## config.mk

```make
export PLATFORM = sky130hd
export DESIGN_NAME = tlb_cache
export DESIGN_NICKNAME = d
export VERILOG_FILES = /design/src/rtl/tlb_pkg.sv /design/src/rtl/tlb_tag_match.sv /design/src/rtl/tlb_victim.sv /design/src/rtl/tlb_store.sv /design/src/rtl/tlb_cache.sv
export SDC_FILE = /design/constraint.sdc
export NUM_CORES = 2
export LEC_CHECK = 0
export BUFFER_PORTS_ARGS = -buffer_cell sky130_fd_sc_hd__buf_2
export CORE_ASPECT_RATIO = 1.25
export CORE_UTILIZATION = 55
export CTS_CLUSTER_DIAMETER = 40
export DETAILED_ROUTE_END_ITERATION = 8
export GPL_TIMING_DRIVEN = 1
export PLACE_DENSITY = 0.71
export SYNTH_ARGS = -nofsm -noshare
export SYNTH_HDL_FRONTEND = slang
export SYNTH_SLANG_ARGS = --single-unit
```

## constraint.sdc

```tcl
create_clock -name clk -period 22.5 [get_ports clk]
set_clock_uncertainty 0.2 [all_clocks]
set_input_delay 4.5 -clock clk [delete_from_list [all_inputs] [get_ports clk]]
set_output_delay 4.5 -clock clk [all_outputs]
set_load 0.05 [all_outputs]
```

## src/rtl/tlb_pkg.sv

```systemverilog
package tlb_pkg;
  localparam int VPN_BITS    = 20;
  localparam int OFFSET_BITS = 12;
  localparam int WORD_BITS   = 32;
  localparam int GLOBAL_POS  = 8;
  localparam int SIZE_POS    = 7;

  typedef enum logic [1:0] {
    PICK_MATCH = 2'd0,
    PICK_FREE  = 2'd1,
    PICK_ROUND = 2'd2
  } pick_e;
endpackage

```

## src/rtl/tlb_tag_match.sv

```systemverilog
module tlb_tag_match #(
  parameter int WAYS  = 4,
  parameter int TAG_W = 16
) (
  input  logic [WAYS-1:0]            way_valid,
  input  logic [WAYS-1:0][TAG_W-1:0] way_tag,
  input  logic [TAG_W-1:0]           probe_tag,
  output logic [WAYS-1:0]            way_hit
);
  for (genvar w = 0; w < WAYS; w++) begin : g_cmp
    assign way_hit[w] = way_valid[w] && (way_tag[w] == probe_tag);
  end
endmodule

```

## src/rtl/tlb_victim.sv

```systemverilog
module tlb_victim
  import tlb_pkg::*;
#(
  parameter int SETS = 16,
  parameter int WAYS = 4,
  localparam int IDX_W = $clog2(SETS),
  localparam int WAY_W = $clog2(WAYS)
) (
  input  logic             clk,
  input  logic             rst_n,
  input  logic             fill_fire,
  input  logic [IDX_W-1:0] fill_set,
  input  logic [WAYS-1:0]  set_valid,
  input  logic [WAYS-1:0]  set_match,
  output logic [WAY_W-1:0] way_sel
);
  logic [SETS-1:0][WAY_W-1:0] rr_ptr;
  logic [WAY_W-1:0] match_idx, free_idx, cur_ptr;
  pick_e            pick;

  assign cur_ptr = rr_ptr[fill_set];

  always_comb begin
    match_idx = '0;
    free_idx  = '0;
    for (int w = WAYS - 1; w >= 0; w--) begin
      if (set_match[w])  match_idx = WAY_W'(w);
      if (!set_valid[w]) free_idx  = WAY_W'(w);
    end
    if (|set_match)       pick = PICK_MATCH;
    else if (!(&set_valid)) pick = PICK_FREE;
    else                  pick = PICK_ROUND;
    case (pick)
      PICK_MATCH: way_sel = match_idx;
      PICK_FREE:  way_sel = free_idx;
      default:    way_sel = cur_ptr;
    endcase
  end

  always_ff @(posedge clk) begin
    if (!rst_n) begin
      rr_ptr <= '0;
    end else if (fill_fire && pick == PICK_ROUND) begin
      rr_ptr[fill_set] <= (cur_ptr == WAY_W'(WAYS - 1)) ? '0 : cur_ptr + 1'b1;
    end
  end
endmodule

```

## src/rtl/tlb_store.sv

```systemverilog
module tlb_store #(
  parameter int SETS       = 16,
  parameter int WAYS       = 4,
  parameter int TAG_W      = 16,
  parameter int WORD_W     = 32,
  parameter int GLOBAL_BIT = 8,
  localparam int IDX_W = $clog2(SETS),
  localparam int WAY_W = $clog2(WAYS)
) (
  input  logic                                   clk,
  input  logic                                   rst_n,
  input  logic                                   wr_en,
  input  logic [IDX_W-1:0]                       wr_set,
  input  logic [WAY_W-1:0]                       wr_way,
  input  logic [TAG_W-1:0]                       wr_tag,
  input  logic                                   wr_dir,
  input  logic [WORD_W-1:0]                      wr_word,
  input  logic                                   flush,
  output logic [SETS-1:0][WAYS-1:0]              valid_q,
  output logic [SETS-1:0][WAYS-1:0]              dir_q,
  output logic [SETS-1:0][WAYS-1:0][TAG_W-1:0]   tag_q,
  output logic [SETS-1:0][WAYS-1:0][WORD_W-1:0]  word_q
);
  always_ff @(posedge clk) begin
    if (!rst_n) begin
      valid_q <= '0;
    end else if (flush) begin
      for (int s = 0; s < SETS; s++) begin
        for (int w = 0; w < WAYS; w++) begin
          valid_q[s][w] <= valid_q[s][w] & word_q[s][w][GLOBAL_BIT];
        end
      end
    end else if (wr_en) begin
      valid_q[wr_set][wr_way] <= 1'b1;
    end
  end

  always_ff @(posedge clk) begin
    if (wr_en) begin
      tag_q[wr_set][wr_way]  <= wr_tag;
      dir_q[wr_set][wr_way]  <= wr_dir;
      word_q[wr_set][wr_way] <= wr_word;
    end
  end
endmodule

```

## src/rtl/tlb_cache.sv

```systemverilog
module tlb_cache
  import tlb_pkg::*;
#(
  parameter int SETS       = 16,
  parameter int WAYS       = 4,
  parameter int VPN_W      = VPN_BITS,
  parameter int OFF_W      = OFFSET_BITS,
  parameter int WORD_W     = WORD_BITS,
  parameter int GLOBAL_BIT = GLOBAL_POS,
  localparam int IDX_W = $clog2(SETS),
  localparam int TAG_W = VPN_W - IDX_W,
  localparam int WAY_W = $clog2(WAYS),
  localparam int PFN_W = WORD_W - OFF_W
) (
  input  logic              clk,
  input  logic              rst_n,
  input  logic [VPN_W-1:0]  lookup_vpn,
  input  logic [OFF_W-1:0]  lookup_offset,
  output logic              lookup_hit,
  output logic              lookup_dir,
  output logic [WORD_W-1:0] lookup_entry,
  output logic              lookup_pa_valid,
  output logic [WORD_W-1:0] lookup_pa,
  input  logic              fill_valid,
  output logic              fill_ready,
  input  logic [VPN_W-1:0]  fill_vpn,
  input  logic              fill_dir,
  input  logic [WORD_W-1:0] fill_entry,
  input  logic              flush
);
  logic [SETS-1:0][WAYS-1:0]             valid_q, dir_q;
  logic [SETS-1:0][WAYS-1:0][TAG_W-1:0]  tag_q;
  logic [SETS-1:0][WAYS-1:0][WORD_W-1:0] word_q;

  logic [IDX_W-1:0] rd_set, wr_set;
  logic [TAG_W-1:0] rd_tag, wr_tag;
  logic [WAYS-1:0]  rd_hit_vec, wr_hit_vec;
  logic [WAY_W-1:0] wr_way;
  logic             fill_fire;
  logic [WORD_W-1:0] rd_word;
  logic             rd_dir;

  assign rd_set = lookup_vpn[IDX_W-1:0];
  assign rd_tag = lookup_vpn[VPN_W-1:IDX_W];
  assign wr_set = fill_vpn[IDX_W-1:0];
  assign wr_tag = fill_vpn[VPN_W-1:IDX_W];

  assign fill_ready = !flush;
  assign fill_fire  = fill_valid && fill_ready;

  tlb_store #(
    .SETS(SETS), .WAYS(WAYS), .TAG_W(TAG_W), .WORD_W(WORD_W), .GLOBAL_BIT(GLOBAL_BIT)
  ) u_store (
    .clk(clk), .rst_n(rst_n),
    .wr_en(fill_fire), .wr_set(wr_set), .wr_way(wr_way), .wr_tag(wr_tag),
    .wr_dir(fill_dir), .wr_word(fill_entry), .flush(flush),
    .valid_q(valid_q), .dir_q(dir_q), .tag_q(tag_q), .word_q(word_q)
  );

  tlb_tag_match #(.WAYS(WAYS), .TAG_W(TAG_W)) u_rd_match (
    .way_valid(valid_q[rd_set]), .way_tag(tag_q[rd_set]),
    .probe_tag(rd_tag), .way_hit(rd_hit_vec)
  );

  tlb_tag_match #(.WAYS(WAYS), .TAG_W(TAG_W)) u_wr_match (
    .way_valid(valid_q[wr_set]), .way_tag(tag_q[wr_set]),
    .probe_tag(wr_tag), .way_hit(wr_hit_vec)
  );

  tlb_victim #(.SETS(SETS), .WAYS(WAYS)) u_victim (
    .clk(clk), .rst_n(rst_n), .fill_fire(fill_fire), .fill_set(wr_set),
    .set_valid(valid_q[wr_set]), .set_match(wr_hit_vec), .way_sel(wr_way)
  );

  always_comb begin
    rd_word = '0;
    rd_dir  = 1'b0;
    for (int w = 0; w < WAYS; w++) begin
      if (rd_hit_vec[w]) begin
        rd_word = rd_word | word_q[rd_set][w];
        rd_dir  = rd_dir  | dir_q[rd_set][w];
      end
    end
  end

  assign lookup_hit      = |rd_hit_vec;
  assign lookup_entry    = rd_word;
  assign lookup_dir      = rd_dir;
  assign lookup_pa_valid = lookup_hit && !rd_dir;
  assign lookup_pa       = lookup_pa_valid ? {rd_word[WORD_W-1 -: PFN_W], lookup_offset} : '0;
endmodule

```

# Word level (Yosys, flattened, before mapping)
# Index checks and enable logic that the tools add are counted.
[word_totals] regBits=3232 latch_bits=0 ram_bits=0 rom_bits=0 output_inout_bits=68 elab_cells=339 n_memories=0
[op_classes] add_sub_neg=1 n_mul=0 div=0 magnitude_cmp=5 eq_ne=11 n_shift=0 mux=55 bitwise=71 reduce_logical=20
[op_table] operator="bitwise mux 2048 bit" n=1
[op_table] operator="bitwise mux 1024 bit" n=1
[op_table] operator="binary-select mux 128 bit (select 4 bit)" n=1
[op_table] operator="binary-select mux 64 bit (select 4 bit)" n=2
[op_table] operator="demux 128 bit (select 4 bit)" n=1
[op_table] operator="two-way mux 64 bit" n=5
[op_table] operator="demux 64 bit (select 4 bit)" n=1
[op_table] operator="two-way mux 128 bit" n=2
[op_table] operator="two-way mux 32 bit" n=6
[op_table] operator="== test 16 bit" n=8
[op_table] operator="OR 32 bit" n=3
[op_table] operator="bitwise AND 1 bit" n=64
[op_table] operator="bitwise mux 64 bit" n=1
[op_table] operator="demux 32 bit (select 2 bit)" n=1
[op_table] operator="OR 64 bit" n=1
[op_table] operator="binary-select mux 4 bit (select 4 bit)" n=3
[op_table] operator="bitwise mux 32 bit" n=1
[op_table] operator="demux 16 bit (select 2 bit)" n=1
[op_table] operator="two-way mux 2 bit" n=13
[op_table] operator="demux 4 bit (select 4 bit)" n=1
[op_table] operator="two-way mux 16 bit" n=1
[op_table] operator="two-way mux 4 bit" n=4
[op_table] operator="logical AND 1 bit" n=13
[op_table] operator="less-than comparator 4 x 5 -> 1 bit, second input constant" n=2
[op_table] operator="17 further kinds" n=26

# Logic depth before layout (Yosys ltp)
[depth] word_depth=18 depth_mapped=18 depth_no_buf=10

# Modules after synthesis
# Synthesis repeated with hierarchy kept, for this count alone.
[hier_totals] hier_cells=5976 area_unflattened_um2=133520.6
[by_module_without_submodules] mod="tlb_store" n_inst=1 cells_each=3537 area_each_um2=97307.1 seq_area_each_um2=95451.5
[by_module_without_submodules] mod="tlb_cache" n_inst=1 cells_each=2075 area_each_um2=33036.7 seq_area_each_um2=0.0
[by_module_without_submodules] mod="tlb_victim" n_inst=1 cells_each=176 area_each_um2=1680.4 seq_area_each_um2=640.6
[by_module_without_submodules] mod="tlb_tag_match" n_inst=2 cells_each=94 area_each_um2=748.2 seq_area_each_um2=0.0

# Least setup slack after synthesis
# No wires, ideal clock.
[synth_path] path_type="input to output" startpoint="in lookup_vpn[0]" endpoint="out lookup_pa[15]" arrival_time_ns=8.503 required_ns=17.800 setup_slack_ns=9.297 stages=12 path_buffers=5 cell_sequence="buf_4 -> buf_6 -> buf_6 -> buf_4 -> buf_2 -> mux4_2 -> mux4_2 -> xnor2_1 -> nand4_1 -> o2bb2ai_1 -> a311oi_2 -> a21boi_0"
[synth_via] elab_chain_len=14 elab_cells_between_ends=34 classes_between="eq/ne: 4; mux: 17; bitwise: 6; reduce/logical: 7"
[synth_lines] element="start: declaration" line_no="tlb_cache.sv:17" source="input logic [VPN_W-1:0] lookup_vpn,"
[synth_lines] element="binary-select mux 64 bit (select 4 bit)" line_no="tlb_cache.sv:61" source=".way_valid(valid_q[rd_set]), .way_tag(tag_q[rd_set]),"
[synth_lines] element="two-way mux 64 bit (implied by the code)" line_no="tlb_cache.sv:61"
[synth_lines] element="== test 16 bit" line_no="tlb_tag_match.sv:11" source="assign way_hit[w] = way_valid[w] && (way_tag[w] == probe_tag);"
[synth_lines] element="logical AND 1 bit" line_no="tlb_tag_match.sv:11"
[synth_lines] element="two-way mux 1 bit" line_no="tlb_cache.sv:79" source="if (rd_hit_vec[w]) begin"
[synth_lines] element="OR 1 bit" line_no="tlb_cache.sv:81" source="rd_dir = rd_dir | dir_q[rd_set][w];"
[synth_lines] element="two-way mux 1 bit" line_no="tlb_cache.sv:79"
[synth_lines] element="OR 1 bit" line_no="tlb_cache.sv:81"
[synth_lines] element="two-way mux 1 bit" line_no="tlb_cache.sv:79"
[synth_lines] element="OR 1 bit" line_no="tlb_cache.sv:81"
[synth_lines] element="two-way mux 1 bit" line_no="tlb_cache.sv:79"
[synth_lines] element="zero test 1 bit" line_no="tlb_cache.sv:89" source="assign lookup_pa_valid = lookup_hit && !rd_dir;"
[synth_lines] element="logical AND 1 bit" line_no="tlb_cache.sv:89"
[synth_lines] element="two-way mux 32 bit (*)" line_no="tlb_cache.sv:90" source="assign lookup_pa = lookup_pa_valid ? {rd_word[WORD_W-1 -: PFN_W], lookup_offset} : '0;"
[synth_lines] element="end: declaration" line_no="tlb_cache.sv:23" source="output logic [WORD_W-1:0] lookup_pa,"
# Mark *: on every way between the ends. The rest lies on a longest branch, timed or not. The select of a mux whose other input is x is not followed.

# Final worst setup path
[layout_path] startpoint="in lookup_vpn[0]" endpoint="out lookup_pa[20]"
# Same word-level chain as after synthesis.

==> impl_metrics.json <==
{
  "max_stage_delay_ns": 0.92,
  "fillCellCount": 16092,
  "worst_hold_slack_ns": 0.255,
  "cts_tree": "built",
  "arrival_ns": 11.04,
  "rsz0062_at_grt": "false",
  "io_buffers": 156,
  "overflow": 0,
  "min_period_ns": 15.74,
  "via_per_inst": 7.05,
  "r2r-end": "u_store.tag_q[347]",
  "clockBufferDepth": 4,
  "final_common_cell": "edfxtp_1",
  "drt_pre_antenna_iters": 8,
  "post_cts_buffers": 0,
  "critPathMaxFanout": 83,
  "maxSlewHeadroom": 0.187,
  "synth_top_cell_area_share": 0.699,
  "reg2regPathDepth": 12,
  "p_leak_uw": 0.0479,
  "grt_use_total": 0.308,
  "crit_family": "buffers and inverters",
  "synthArstFlopShare": 0,
  "crit_type": "input port to output pin",
  "rows": 202,
  "grt_pass1_vias": 71205,
  "drive_gt1_frac": 0.332,
  "cp_num_buf_inv": 6,
  "grt_pass1_wl_mm": 532,
  "root_buffer": "clkbuf_16",
  "wirelength_mm": 379,
  "antenna_found_initial": 15,
  "yosysSeqAreaShare": 0.713,
  "status": "finished, final reports clean",
  "dr.first_iter.drc_count": 10724,
  "die_area_um2": 247000,
  "regArea_um2": 96100,
  "cpMostUsedCell": "buf_4",
  "fp.dieH_um": 555,
  "synth.net_count": 6276,
  "dp_hpwl_mm": 211,
  "cp-end-kind": "output pin",
  "post_synth.cell_area_avg_um2": 21.8,
  "critPathRequiredTime_ns": 17.80,
  "synth_edf_count": 3136,
  "clkTransAtPathRegs_ns": 0.06,
  "syn-cell-area_um2": 135000,
  "peakVddDrop_v": 0.0000791,
  "initial_utilization": 0.555,
  "crit_end": "lookup_pa[20]",
  "wl_per_cell_um": 37.7,
  "tns_ns": 0,
  "clock_sinks": 3232,
  "crit_chain": "buf_12 -> buf_4 -> buf_4 -> mux4_2 -> mux4_2 -> xnor2_1 -> nand4_1 -> nor3_4 -> buf_4 -> a21boi_1 -> a311oi_4 -> buf_4 -> a21boi_0 -> buf_2",
  "io-pin-count": 157,
  "grt_max_degree": 153,
  "multi_input_area_um2": 36700,
  "drv_slew": 0,
  "post_cts_resized": 0,
  "tightest_slew_ns": 1.22,
  "path_depth": 14,
  "dr_total_vias": 70974,
  "area_delta_synth_final_pct": 12.7,
  "layout_common_cells": "edfxtp_1 (3136), mux4_2 (1231), clkbuf_16 (382), mux2i_1 (213), buf_4 (179)",
  "htreeDepth": 5,
  "min_period_over_period": 0.699,
  "die_x_um": 445,
  "fin_util": 0.626,
  "synth_top_cell_by_area": "edfxtp_1",
  "ys_ff_latch": 3232,
  "cap_violations": 0,
  "hold_viol": 0,
  "cts_hold_buf": 0,
  "powerDensity_nw_per_um2": 88.4,
  "synth_flop_cell": "edfxtp_1",
  "setup_viol_count_final": 0,
  "numCtsBuffers": 372,
  "hold_path.class": "flop to flop",
  "ys_warn_count": 0,
  "coreArea_um2": 243000,
  "reg2reg_from": "u_store.tag_q[985]",
  "final_nets": 6580,
  "rrSetupSlack_ns": 15.95,
  "syn_inst": 6187,
  "fmax_mhz": 63.5,
  "postRouteAntennaNets": 0,
  "clkLatencyLatePin_ns": 0.90,
  "crit_path_top_delay_cell": "buf_4",
  "setup.worst_path.start": "lookup_vpn[0]",
  "place.gp.congestion": 0.883,
  "setup.worst_path.start_class": "input port",
  "remaining_drc_errors": 0,
  "synthTopCellsByArea": "edfxtp_1 (70%), mux4_2 (21%), mux2i_1 (1.6%)",
  "yosysUniqueCellTypes": 69
}
==> per-stage QoR <==
step	setup slack (ns)	power (uW)	instances	area (um2)
6_report	6.76	13400	10068	152000
3_5_place_dp	6.72	7450	9381	139000
3_3_place_gp	6.78	7440	9381	139000
4_1_cts	6.69	13500	10058	152000
5_1_grt	6.35	13700	10060	152000
2_1_floorplan	9.30	7190	6187	135000
==> cell type report <==
class,count,area share
timing repair buffer,338,0.0150
sequential,3232,0.632
inverter,61,0.00168
clock buffer,437,0.0644
tap,3264,0.0269
multi-input combinational,2486,0.242
clock inverter,240,0.0178
antenna,10,0.000165
==> Yosys cell counts, types with 3 or more instances <==
cell type / number
clkbuf_1: 163
o2bb2ai_1: 3
buf_6: 28
o21ai_0: 112
o221ai_1: 5
a211o_1: 18
a22o_1: 7
nand2b_1: 15
buf_4: 58
o211ai_1: 56
dfxtp_1: 96
or3_1: 3
a32oi_1: 4
edfxtp_1: 3136
a31oi_1: 17
buf_2: 138
nor3_1: 41
mux2i_1: 213
and3_1: 7
buf_1: 21
a221oi_1: 12
o2111ai_1: 17
nor4_1: 5
a211oi_1: 14
nor2_1: 89
o31ai_1: 9
nand2_1: 162
xor2_1: 27
nor2b_1: 44
mux4_2: 1231
nand4_1: 16
a2111oi_0: 3
a22oi_1: 45
o32ai_1: 4
o22ai_1: 10
a21boi_0: 19
inv_1: 56
and2_1: 33
mux2_2: 4
inv_2: 4
a21oi_1: 39
xnor2_1: 114
nand3_1: 55
==> power by group <==
| group | total [uW] | leakage (uW) | switching (uW) | internal [uW] |
|---|---|---|---|---|
| clock network | 6110 | 0.00602 | 2490 | 3620 |
| logic | 700 | 0.0129 | 415 | 285 |
| registers | 6620 | 0.0290 | 5.79 | 6620 |
| total | 13400 | 0.0479 | 2910 | 10500 |
==> metal layers <==
| layer | vias up | global-route usage | part of all wire | wire length (um) |
|---|---|---|---|---|
| met5 | - | 0 | 0.000045 | 17 |
| met4 | 2 | 0.145 | 0.051 | 19300 |
| met3 | 914 | 0.0568 | 0.10 | 39400 |
| met2 | 4832 | 0.498 | 0.49 | 187000 |
| met1 | 38053 | 0.408 | 0.35 | 134000 |
| li1 | 27173 | - | - | - |
==> worst min-delay path, delay by kind of cell, from the launching register on <==
family        cells  cell delay [ns]
simple gates      1             0.05
mux               1             0.05
flops             1             0.30
==> worst min path at each step <==
stage,cells after the start,start,slack [ns],to
after CTS,2,u_victim.rr_ptr[20],0.26,u_victim.rr_ptr[20]
final,2,u_victim.rr_ptr[15],0.26,u_victim.rr_ptr[15]
after detailed placement,2,u_victim.rr_ptr[22],0.25,u_victim.rr_ptr[22]
after global placement,2,u_victim.rr_ptr[7],0.24,u_victim.rr_ptr[7]
after floorplan,2,u_victim.rr_ptr[12],0.23,u_victim.rr_ptr[12]
after global routing,2,u_victim.rr_ptr[15],0.28,u_victim.rr_ptr[15]
==> cells by family after synthesis <==
| kind of cell | share of synthesized area |
|---|---|
| AND/OR/NAND/NOR | 0.0172 |
| buffers and inverters | 0.0175 |
| flip-flops | 0.713 |
| multiplexers | 0.222 |
| XOR/XNOR | 0.00916 |
| AO/OA/AOI/OAI | 0.0211 |
==> flip-flops by register name, summed over array words and instances, names as in the netlist <==
register and count:
u_store.tag_q 1024, u_victim.rr_ptr 32, u_store.dir_q 64, u_store.word_q 2048, u_store.valid_q 64
(Power assumes the default switching activity.)
